===== src/rtl/trib_oh_pkg.sv =====
package trib_oh_pkg;

  typedef logic [2:0] cgrp_t;

  // Loopback request: third bit differs from both the first and the second.
  function automatic logic lb_pattern(input cgrp_t g);
    return (g[2] != g[0]) && (g[2] != g[1]);
  endfunction

  // Alarm bit mapped to "alarm asserted" level for the selected format.
  function automatic logic rai_active(input logic fmt_e1, input logic bit_in);
    return fmt_e1 ? bit_in : ~bit_in;
  endfunction

  // Global loopback index of tributary z (1-based) in stream y (1-based).
  function automatic int unsigned lb_global_index(input int unsigned y,
                                                  input int unsigned z);
    return 4 * y - 4 + z;
  endfunction

endpackage


===== src/rtl/persist_filter.sv =====
module persist_filter #(
  parameter int unsigned COUNT   = 5,
  parameter logic        RST_VAL = 1'b0
) (
  input  logic clk,
  input  logic rst_n,
  input  logic adv,
  input  logic sample,
  output logic q,
  output logic flip_evt
);
  localparam int unsigned CW = (COUNT > 1) ? $clog2(COUNT) : 1;
  localparam logic [CW-1:0] LAST = CW'(COUNT - 1);

  logic [CW-1:0] run_cnt;
  logic          differ;

  assign differ   = (sample != q);
  assign flip_evt = adv && differ && (run_cnt == LAST);

  always_ff @(posedge clk) begin
    if (!rst_n) begin
      q       <= RST_VAL;
      run_cnt <= '0;
    end else if (adv) begin
      if (!differ) begin
        run_cnt <= '0;
      end else if (run_cnt == LAST) begin
        q       <= ~q;
        run_cnt <= '0;
      end else begin
        run_cnt <= run_cnt + 1'b1;
      end
    end
  end


  q_moves_on_frame_chk: assert property (@(posedge clk) disable iff (!rst_n)
    !$stable(q) |-> $past(adv));


  run_restart_chk: assert property (@(posedge clk) disable iff (!rst_n)
    (adv && !differ) |=> (run_cnt == '0));


  flip_applied_chk: assert property (@(posedge clk) disable iff (!rst_n)
    flip_evt |=> (q != $past(q)));


  hold_when_idle_chk: assert property (@(posedge clk) disable iff (!rst_n)
    !adv |=> $stable(run_cnt));

endmodule


===== src/rtl/lb_bank.sv =====
module lb_bank
  import trib_oh_pkg::*;
#(
  parameter int unsigned NUM_TRIB = 4,
  parameter int unsigned LB_RUN   = 5
) (
  input  logic                  clk,
  input  logic                  rst_n,
  input  logic                  adv,
  input  logic [NUM_TRIB*3-1:0] cbits,
  output logic [NUM_TRIB-1:0]   lb_det,
  output logic [NUM_TRIB-1:0]   lb_evt
);
  logic [NUM_TRIB-1:0] req;

  for (genvar i = 0; i < NUM_TRIB; i++) begin : g_trib
    assign req[i] = lb_pattern(cbits[3*i +: 3]);

    persist_filter #(
      .COUNT   (LB_RUN),
      .RST_VAL (1'b0)
    ) u_filt (
      .clk      (clk),
      .rst_n    (rst_n),
      .adv      (adv),
      .sample   (req[i]),
      .q        (lb_det[i]),
      .flip_evt (lb_evt[i])
    );
  end


  lb_set_needs_req_chk: assert property (@(posedge clk) disable iff (!rst_n)
    ($rose(lb_det[0])) |-> $past(req[0]));


  lb_clr_needs_idle_chk: assert property (@(posedge clk) disable iff (!rst_n)
    ($fell(lb_det[0])) |-> !$past(req[0]));

endmodule


===== src/rtl/status_filters.sv =====
module status_filters
  import trib_oh_pkg::*;
#(
  parameter int unsigned ALM_RUN = 4
) (
  input  logic clk,
  input  logic rst_n,
  input  logic adv,
  input  logic fmt_e1,
  input  logic alm_bit,
  input  logic rsv_bit,
  output logic rai_det,
  output logic rsv_rpt,
  output logic rai_evt,
  output logic rsv_evt
);
  logic alm_level;

  assign alm_level = rai_active(fmt_e1, alm_bit);

  persist_filter #(
    .COUNT   (ALM_RUN),
    .RST_VAL (1'b0)
  ) u_rai (
    .clk      (clk),
    .rst_n    (rst_n),
    .adv      (adv),
    .sample   (alm_level),
    .q        (rai_det),
    .flip_evt (rai_evt)
  );

  persist_filter #(
    .COUNT   (ALM_RUN),
    .RST_VAL (1'b1)
  ) u_rsv (
    .clk      (clk),
    .rst_n    (rst_n),
    .adv      (adv),
    .sample   (rsv_bit),
    .q        (rsv_rpt),
    .flip_evt (rsv_evt)
  );


  rsv_follows_input_chk: assert property (@(posedge clk) disable iff (!rst_n)
    !$stable(rsv_rpt) |-> (rsv_rpt == $past(rsv_bit)));


  rai_ds2_polarity_chk: assert property (@(posedge clk) disable iff (!rst_n)
    ($rose(rai_det) && !$past(fmt_e1)) |-> !$past(alm_bit));


  rai_e1_polarity_chk: assert property (@(posedge clk) disable iff (!rst_n)
    ($rose(rai_det) && $past(fmt_e1)) |-> $past(alm_bit));

endmodule


===== src/rtl/trib_oh_persist.sv =====
module trib_oh_persist
  import trib_oh_pkg::*;
#(
  parameter int unsigned NUM_TRIB   = 4,
  parameter int unsigned LB_RUN     = 5,
  parameter int unsigned ALM_RUN    = 4,
  parameter int unsigned STREAM_NUM = 1,
  parameter int unsigned IDX_W      = 6
) (
  input  logic                  clk,
  input  logic                  rst_n,
  input  logic                  frm_vld,
  input  logic                  oof,
  input  logic                  fmt_e1,
  input  logic [NUM_TRIB*3-1:0] cbits,
  input  logic                  alm_bit,
  input  logic                  rsv_bit,
  output logic [NUM_TRIB-1:0]   lb_det,
  output logic                  rai_det,
  output logic                  rsv_rpt,
  output logic [IDX_W-1:0]      lb_first_index
);
  localparam int unsigned FIRST_IDX = lb_global_index(STREAM_NUM, 1);

  logic                adv;
  logic [NUM_TRIB-1:0] lb_evt;
  logic                rai_evt;
  logic                rsv_evt;

  assign adv            = frm_vld && !oof;
  assign lb_first_index = IDX_W'(FIRST_IDX);

  lb_bank #(
    .NUM_TRIB (NUM_TRIB),
    .LB_RUN   (LB_RUN)
  ) u_lb (
    .clk    (clk),
    .rst_n  (rst_n),
    .adv    (adv),
    .cbits  (cbits),
    .lb_det (lb_det),
    .lb_evt (lb_evt)
  );

  status_filters #(
    .ALM_RUN (ALM_RUN)
  ) u_stat (
    .clk     (clk),
    .rst_n   (rst_n),
    .adv     (adv),
    .fmt_e1  (fmt_e1),
    .alm_bit (alm_bit),
    .rsv_bit (rsv_bit),
    .rai_det (rai_det),
    .rsv_rpt (rsv_rpt),
    .rai_evt (rai_evt),
    .rsv_evt (rsv_evt)
  );


  oof_frame_ignored_chk: assert property (@(posedge clk) disable iff (!rst_n)
    (frm_vld && oof) |=> ($stable(lb_det) && $stable(rai_det) && $stable(rsv_rpt)));


  events_need_frame_chk: assert property (@(posedge clk) disable iff (!rst_n)
    (|lb_evt || rai_evt || rsv_evt) |-> (frm_vld && !oof));


  reset_values_chk: assert property (@(posedge clk)
    $past(!rst_n) |-> (lb_det == '0 && !rai_det && rsv_rpt));

endmodule


===== config.mk =====
export PLATFORM = sky130hd
export DESIGN_NAME = trib_oh_persist
export DESIGN_NICKNAME = d
export VERILOG_FILES = /design/src/rtl/trib_oh_pkg.sv /design/src/rtl/persist_filter.sv /design/src/rtl/lb_bank.sv /design/src/rtl/status_filters.sv /design/src/rtl/trib_oh_persist.sv
export SDC_FILE = /design/constraint.sdc
export NUM_CORES = 1
export LEC_CHECK = 0
export ABC_AREA = 1
export BUFFER_PORTS_ARGS = -buffer_cell sky130_fd_sc_hd__buf_2
export CAP_MARGIN = 20
export CORE_MARGIN = 1.5
export CORE_UTILIZATION = 49
export CTS_BUF_LIST = sky130_fd_sc_hd__clkbuf_16
export CTS_CLUSTER_DIAMETER = 150
export DETAILED_ROUTE_END_ITERATION = 6
export PLACE_DENSITY = 0.75
export SETUP_SLACK_MARGIN = 0.3
export SYNTH_ARGS = -nofsm -noshare
export SYNTH_HDL_FRONTEND = slang
export SYNTH_HIERARCHICAL = 1
export SYNTH_SLANG_ARGS = --single-unit

===== constraint.sdc =====
create_clock -name clk -period 1.2 [get_ports clk]
set_input_delay 0.18 -clock clk [delete_from_list [all_inputs] [get_ports clk]]
set_output_delay 0.18 -clock clk [all_outputs]
set_load 0.1 [all_outputs]

* Word level (Yosys, flattened, before mapping)
Cells that the tools add are included.
Storage, ports and cells: bits in registers 22, output and inout port bits 12, word-level logic and storage cells 70
Operators by class: add/sub/neg operators 6, equality and inequality tests 20, mux-type cells 13, bitwise operators 7, reductions and logical operators 12
Operators with widths (count):
- 3-bit two-way mux | 8
- 3-bit AND reduction | 6
- 1-bit inequality test | 14
- 3-bit by 1-bit adder with 3-bit output (second input constant) | 4
- 3-bit == test (second input constant) | 4
- 2-bit two-way mux | 4
- 1-bit inverter | 7
- 1-bit logical AND | 5
- 2-bit by 1-bit adder with 2-bit output (second input constant) | 2
- 2-bit == test (second input constant) | 2
- 1-bit logical NOT | 1
- 1-bit two-way mux | 1

* Logic depth before layout (Yosys ltp)
word-level depth 4, mapped depth 10, mapped depth without buffers 10

* By module
Netlist, hierarchy kept.
Modules (own cells, without submodules):
- persist_filter (u_lb.g_trib[0].u_filt ...) | instances 4, cells an instance 37, area each 239.0 µm²
- persist_filter (u_stat.u_rai) | instances 1, cells an instance 24, area each 165.2 µm²
- persist_filter (u_stat.u_rsv) | instances 1, cells an instance 23, area each 165.2 µm²
- lb_bank | instances 1, cells an instance 36, area each 135.1 µm²
- trib_oh_persist | instances 1, cells an instance 10, area each 62.6 µm²
- status_filters | instances 1, cells an instance 5, area each 18.8 µm²

* Worst setup path before layout
OpenSTA, ideal clock, no wires.
kind flip-flop to flip-flop, start reg u_lb.g_trib[0].u_filt.q, end reg u_lb.g_trib[0].u_filt.run_cnt[2], data arrival time 1.503 ns, data required time 1.130 ns, path slack -0.373 ns, cell stages (with the launch flop) 5, path through dfxtp_1 -> nor2_1 -> nor2_1 -> nand2_1 -> a21oi_1
Between the ends: longest elaborated chain between the ends 2
Ends and longest elaborated chain:
- start, declared | RTL line persist_filter.sv:9 | output logic q,
- start signal, assigned | RTL line persist_filter.sv:29 | q <= ~q;
- 1-bit inequality test | RTL line persist_filter.sv:18 | assign differ = (sample != q);
- 3-bit two-way mux | RTL line persist_filter.sv:26 | if (!differ) begin
- end signal, assigned | RTL line persist_filter.sv:32 | run_cnt <= run_cnt + 1'b1;
- end, declared | RTL line persist_filter.sv:15 | logic [CW-1:0] run_cnt;
No other way between the ends. A chain may end at the register's enable or synchronous reset.

* Worst setup path after layout
start reg u_lb.g_trib[2].u_filt.run_cnt[0], end reg u_lb.g_trib[2].u_filt.run_cnt[2]
Between the ends: longest elaborated chain between the ends 3
Ends and longest elaborated chain:
- start, declared | RTL line persist_filter.sv:15
- start signal, assigned | RTL line persist_filter.sv:32
- 3-bit by 1-bit adder with 3-bit output / 3-bit == test (equally long branches) | RTL line persist_filter.sv:32, persist_filter.sv:28
- 3-bit two-way mux (*) | RTL line persist_filter.sv:28 | end else if (run_cnt == LAST) begin
- 3-bit two-way mux (*) | RTL line persist_filter.sv:26
Mark *: on every way between the ends. The rest lies on a longest branch, timed or not.

==> impl_metrics.toml <==
[outcome]
outcome = "complete, no violations"

[route]
drcViolationCount = 0
vias = 1541
first_iter_violations = 24
wl_um = 3472
ant_nets = 0
wl_per_cell_um = 10.92
routed_via_density = 4.846
first_pass_iters = 6

[placed_design]
post-place-ws_ps = 35.45
port_buffers = 24
dp_hpwl_um = 2116
gp_congestion = 0.8135
placedCellCount = 297

[worst_setup_path]
endpoint_kind = "register"
critPathSlowestCell = "dfxtp_2"
rr_worst_depth = 7
crit_fanout = 4
required_ps = 1390
crit_arrival_ps = 1290
startpoint_type = "register"
critPathMaxStageDelay_ps = 340
crit_path_cell_trace = "inv_2 -> ha_4 -> nand2_4 -> o21ai_2 -> nor2_1 -> nand2_1 -> a21oi_1"
crit_type = "register to register"

[cts]
clkLatencyLatePin_ps = 260
clockBufferDepth = 2
cts_tree = "done"
clk_pin_slew_ps = 60
numCtsBuffers = 3
ctsHtreeMaxLevel = 1
cts_root_buf = "clkbuf_16"
cts.sink_count = 22

[grt]
grt_pass1_wl_um = 5595
grt_max_degree = 19
antenna_found_initial = 0
overflow = 0
grtUsageTotal = 0.2087
grt_pass1_vias = 1483

[layout]
syn_to_final_growth_pct = 50.46
final-instance-count-excl-fill = 318
diodes = 0
drive_gt1_frac = 0.4599
nets = 317

[floorplan]
io_pins = 31
rows = 19
die_h_um = 58.06
die-area_sq_um = 3370
core_area_sq_um = 2805
start_util = 0.5294
die_w_um = 58.06

[synth]
synth_warnings = 6
syn_area_sq_um = 1485
synthCells = 242
avgSynthCellArea_sq_um = 6.137

[timing]
timing.final.max_slew_violations = 0
grt_setup_unrepaired = "yes"
fin_skew_ps = 3.693
fmax_ghz = 0.9070
period_share = 0.9188
hold_viol = 0
min_period_ps = 1103
finalSetupViolCount = 0
fin_tns_setup_ps = 0
setup_ws_ps = 97.48

[hold_path]
hold_class = "input port to register"
hold_path_depth = 3

[power]
switchingPower_w = 0.0005284
p_per_area_nw_per_um2 = 815.0
switching_share = 0.2901
p_comb_frac = 0.200
p_int_w = 0.001293
seq_power_share = 0.409
leakagePower_nw = 1.082
vdd_drop_max_v = 0.0009584
clkPwrFrac = 0.391

[run]
cap_viol_max_count = 0
==> worst max-delay path, delay by kind of cell, from the launching register on <==
kind            cells  cell delay, ps
simple gates        3             290
buf+inv             1              60
fa+ha+maj           1             160
flops               1             340
compound gates      2             190
==> per-layer routing <==
layer	part of all wire	vias to the layer above	track usage
li1	-	810	-
met5	0	-	0
met4	0.0029	0	0.05316
met1	0.40	699	0.2198
met2	0.56	30	0.4042
met3	0.031	2	0.05580
==> final timing paths <==
check	from	endpoint	slack, ps
max	u_lb/g_trib[2].u_filt/run_cnt[0]	u_lb/g_trib[2].u_filt/run_cnt[2]	100
min	rsv_bit	u_stat/u_rsv/q	250
max reg2reg	u_lb/g_trib[2].u_filt/run_cnt[0]	u_lb/g_trib[2].u_filt/run_cnt[2]	100
min reg2reg	u_lb/g_trib[2].u_filt/run_cnt[1]	u_lb/g_trib[2].u_filt/run_cnt[1]	490
==> what timing repair did <==
action | 4_1_cts | 5_1_grt
hold buffers | 0 | 0
pin swaps | 26 | 21
endpoints found under the setup margin | 24 | 26
buffers inserted | 14 | 3
hold endpoints to repair | 0 | 0
resized for setup | 42 | 25
==> state kept, by name, indices dropped and copies added (netlist names) <==
name                        cells
u_lb/g_trib.u_filt/q            4
u_lb/g_trib.u_filt/run_cnt     12
u_stat/u_rai/q                  1
u_stat/u_rai/run_cnt            2
u_stat/u_rsv/q                  1
u_stat/u_rsv/run_cnt            2
==> metrics by stage <==
stage / hold WS, ps / total power [W] / utilization / area (sq um)
after floorplan: 263.4 / 0.0009962 / - / 1598
after global placement: 453.8 / 0.001057 / 0.6521 / 1829
after detailed placement: 466.4 / 0.001063 / 0.6521 / 1829
after CTS: 227.7 / 0.001817 / 0.7583 / 2127
after global routing: 250.3 / 0.001911 / 0.7966 / 2235
final: 248.6 / 0.001821 / 0.7966 / 2235
==> power by group through the flow <==
stage	logic [W]	clock network [W]	registers, W
after floorplan	0.000244	0	0.000752
after global placement	0.000303	0	0.000753
after detailed placement	0.000309	0	0.000754
after CTS	0.000341	0.000734	0.000742
after global routing	0.000398	0.000767	0.000745
final	0.000364	0.000713	0.000745
==> placed cells by master (no fill, tap or decap) <==
cell type   n
ha_4        6
buf_4      12
buf_6       6
clkbuf_16   3
inv_12      1
nor3_2      3
clkbuf_4    1
nor2_1     15
inv_1      46
a31oi_1     1
nor3_4      1
o21ai_0     4
clkinv_1    1
nand2_1    53
inv_4       1
inv_2      15
nor2_4      4
nand2_2    13
a21oi_2     8
o21ai_2     4
conb_1      6
dfxtp_4     6
buf_12      7
nand3_1     1
dfxtp_2    12
nand2_4     4
buf_2      17
nor2_2      7
o21ai_1     2
ha_1        4
a21oi_1     8
dfxtp_1     4
nand4_1    10
a31o_2      1
==> final cells by class <==
cell class / instances / area (sq um)
clock buffers: 3 / 75.07
clock inverters: 1 / 3.754
fillers: 196 / 570.5
inverters: 63 / 251.5
multi-input cells: 155 / 997.2
flip-flops and latches: 22 / 478.0
well taps: 31 / 38.79
repair buffers: 43 / 390.4
Note: power is estimated with default switching activity, not from simulation.
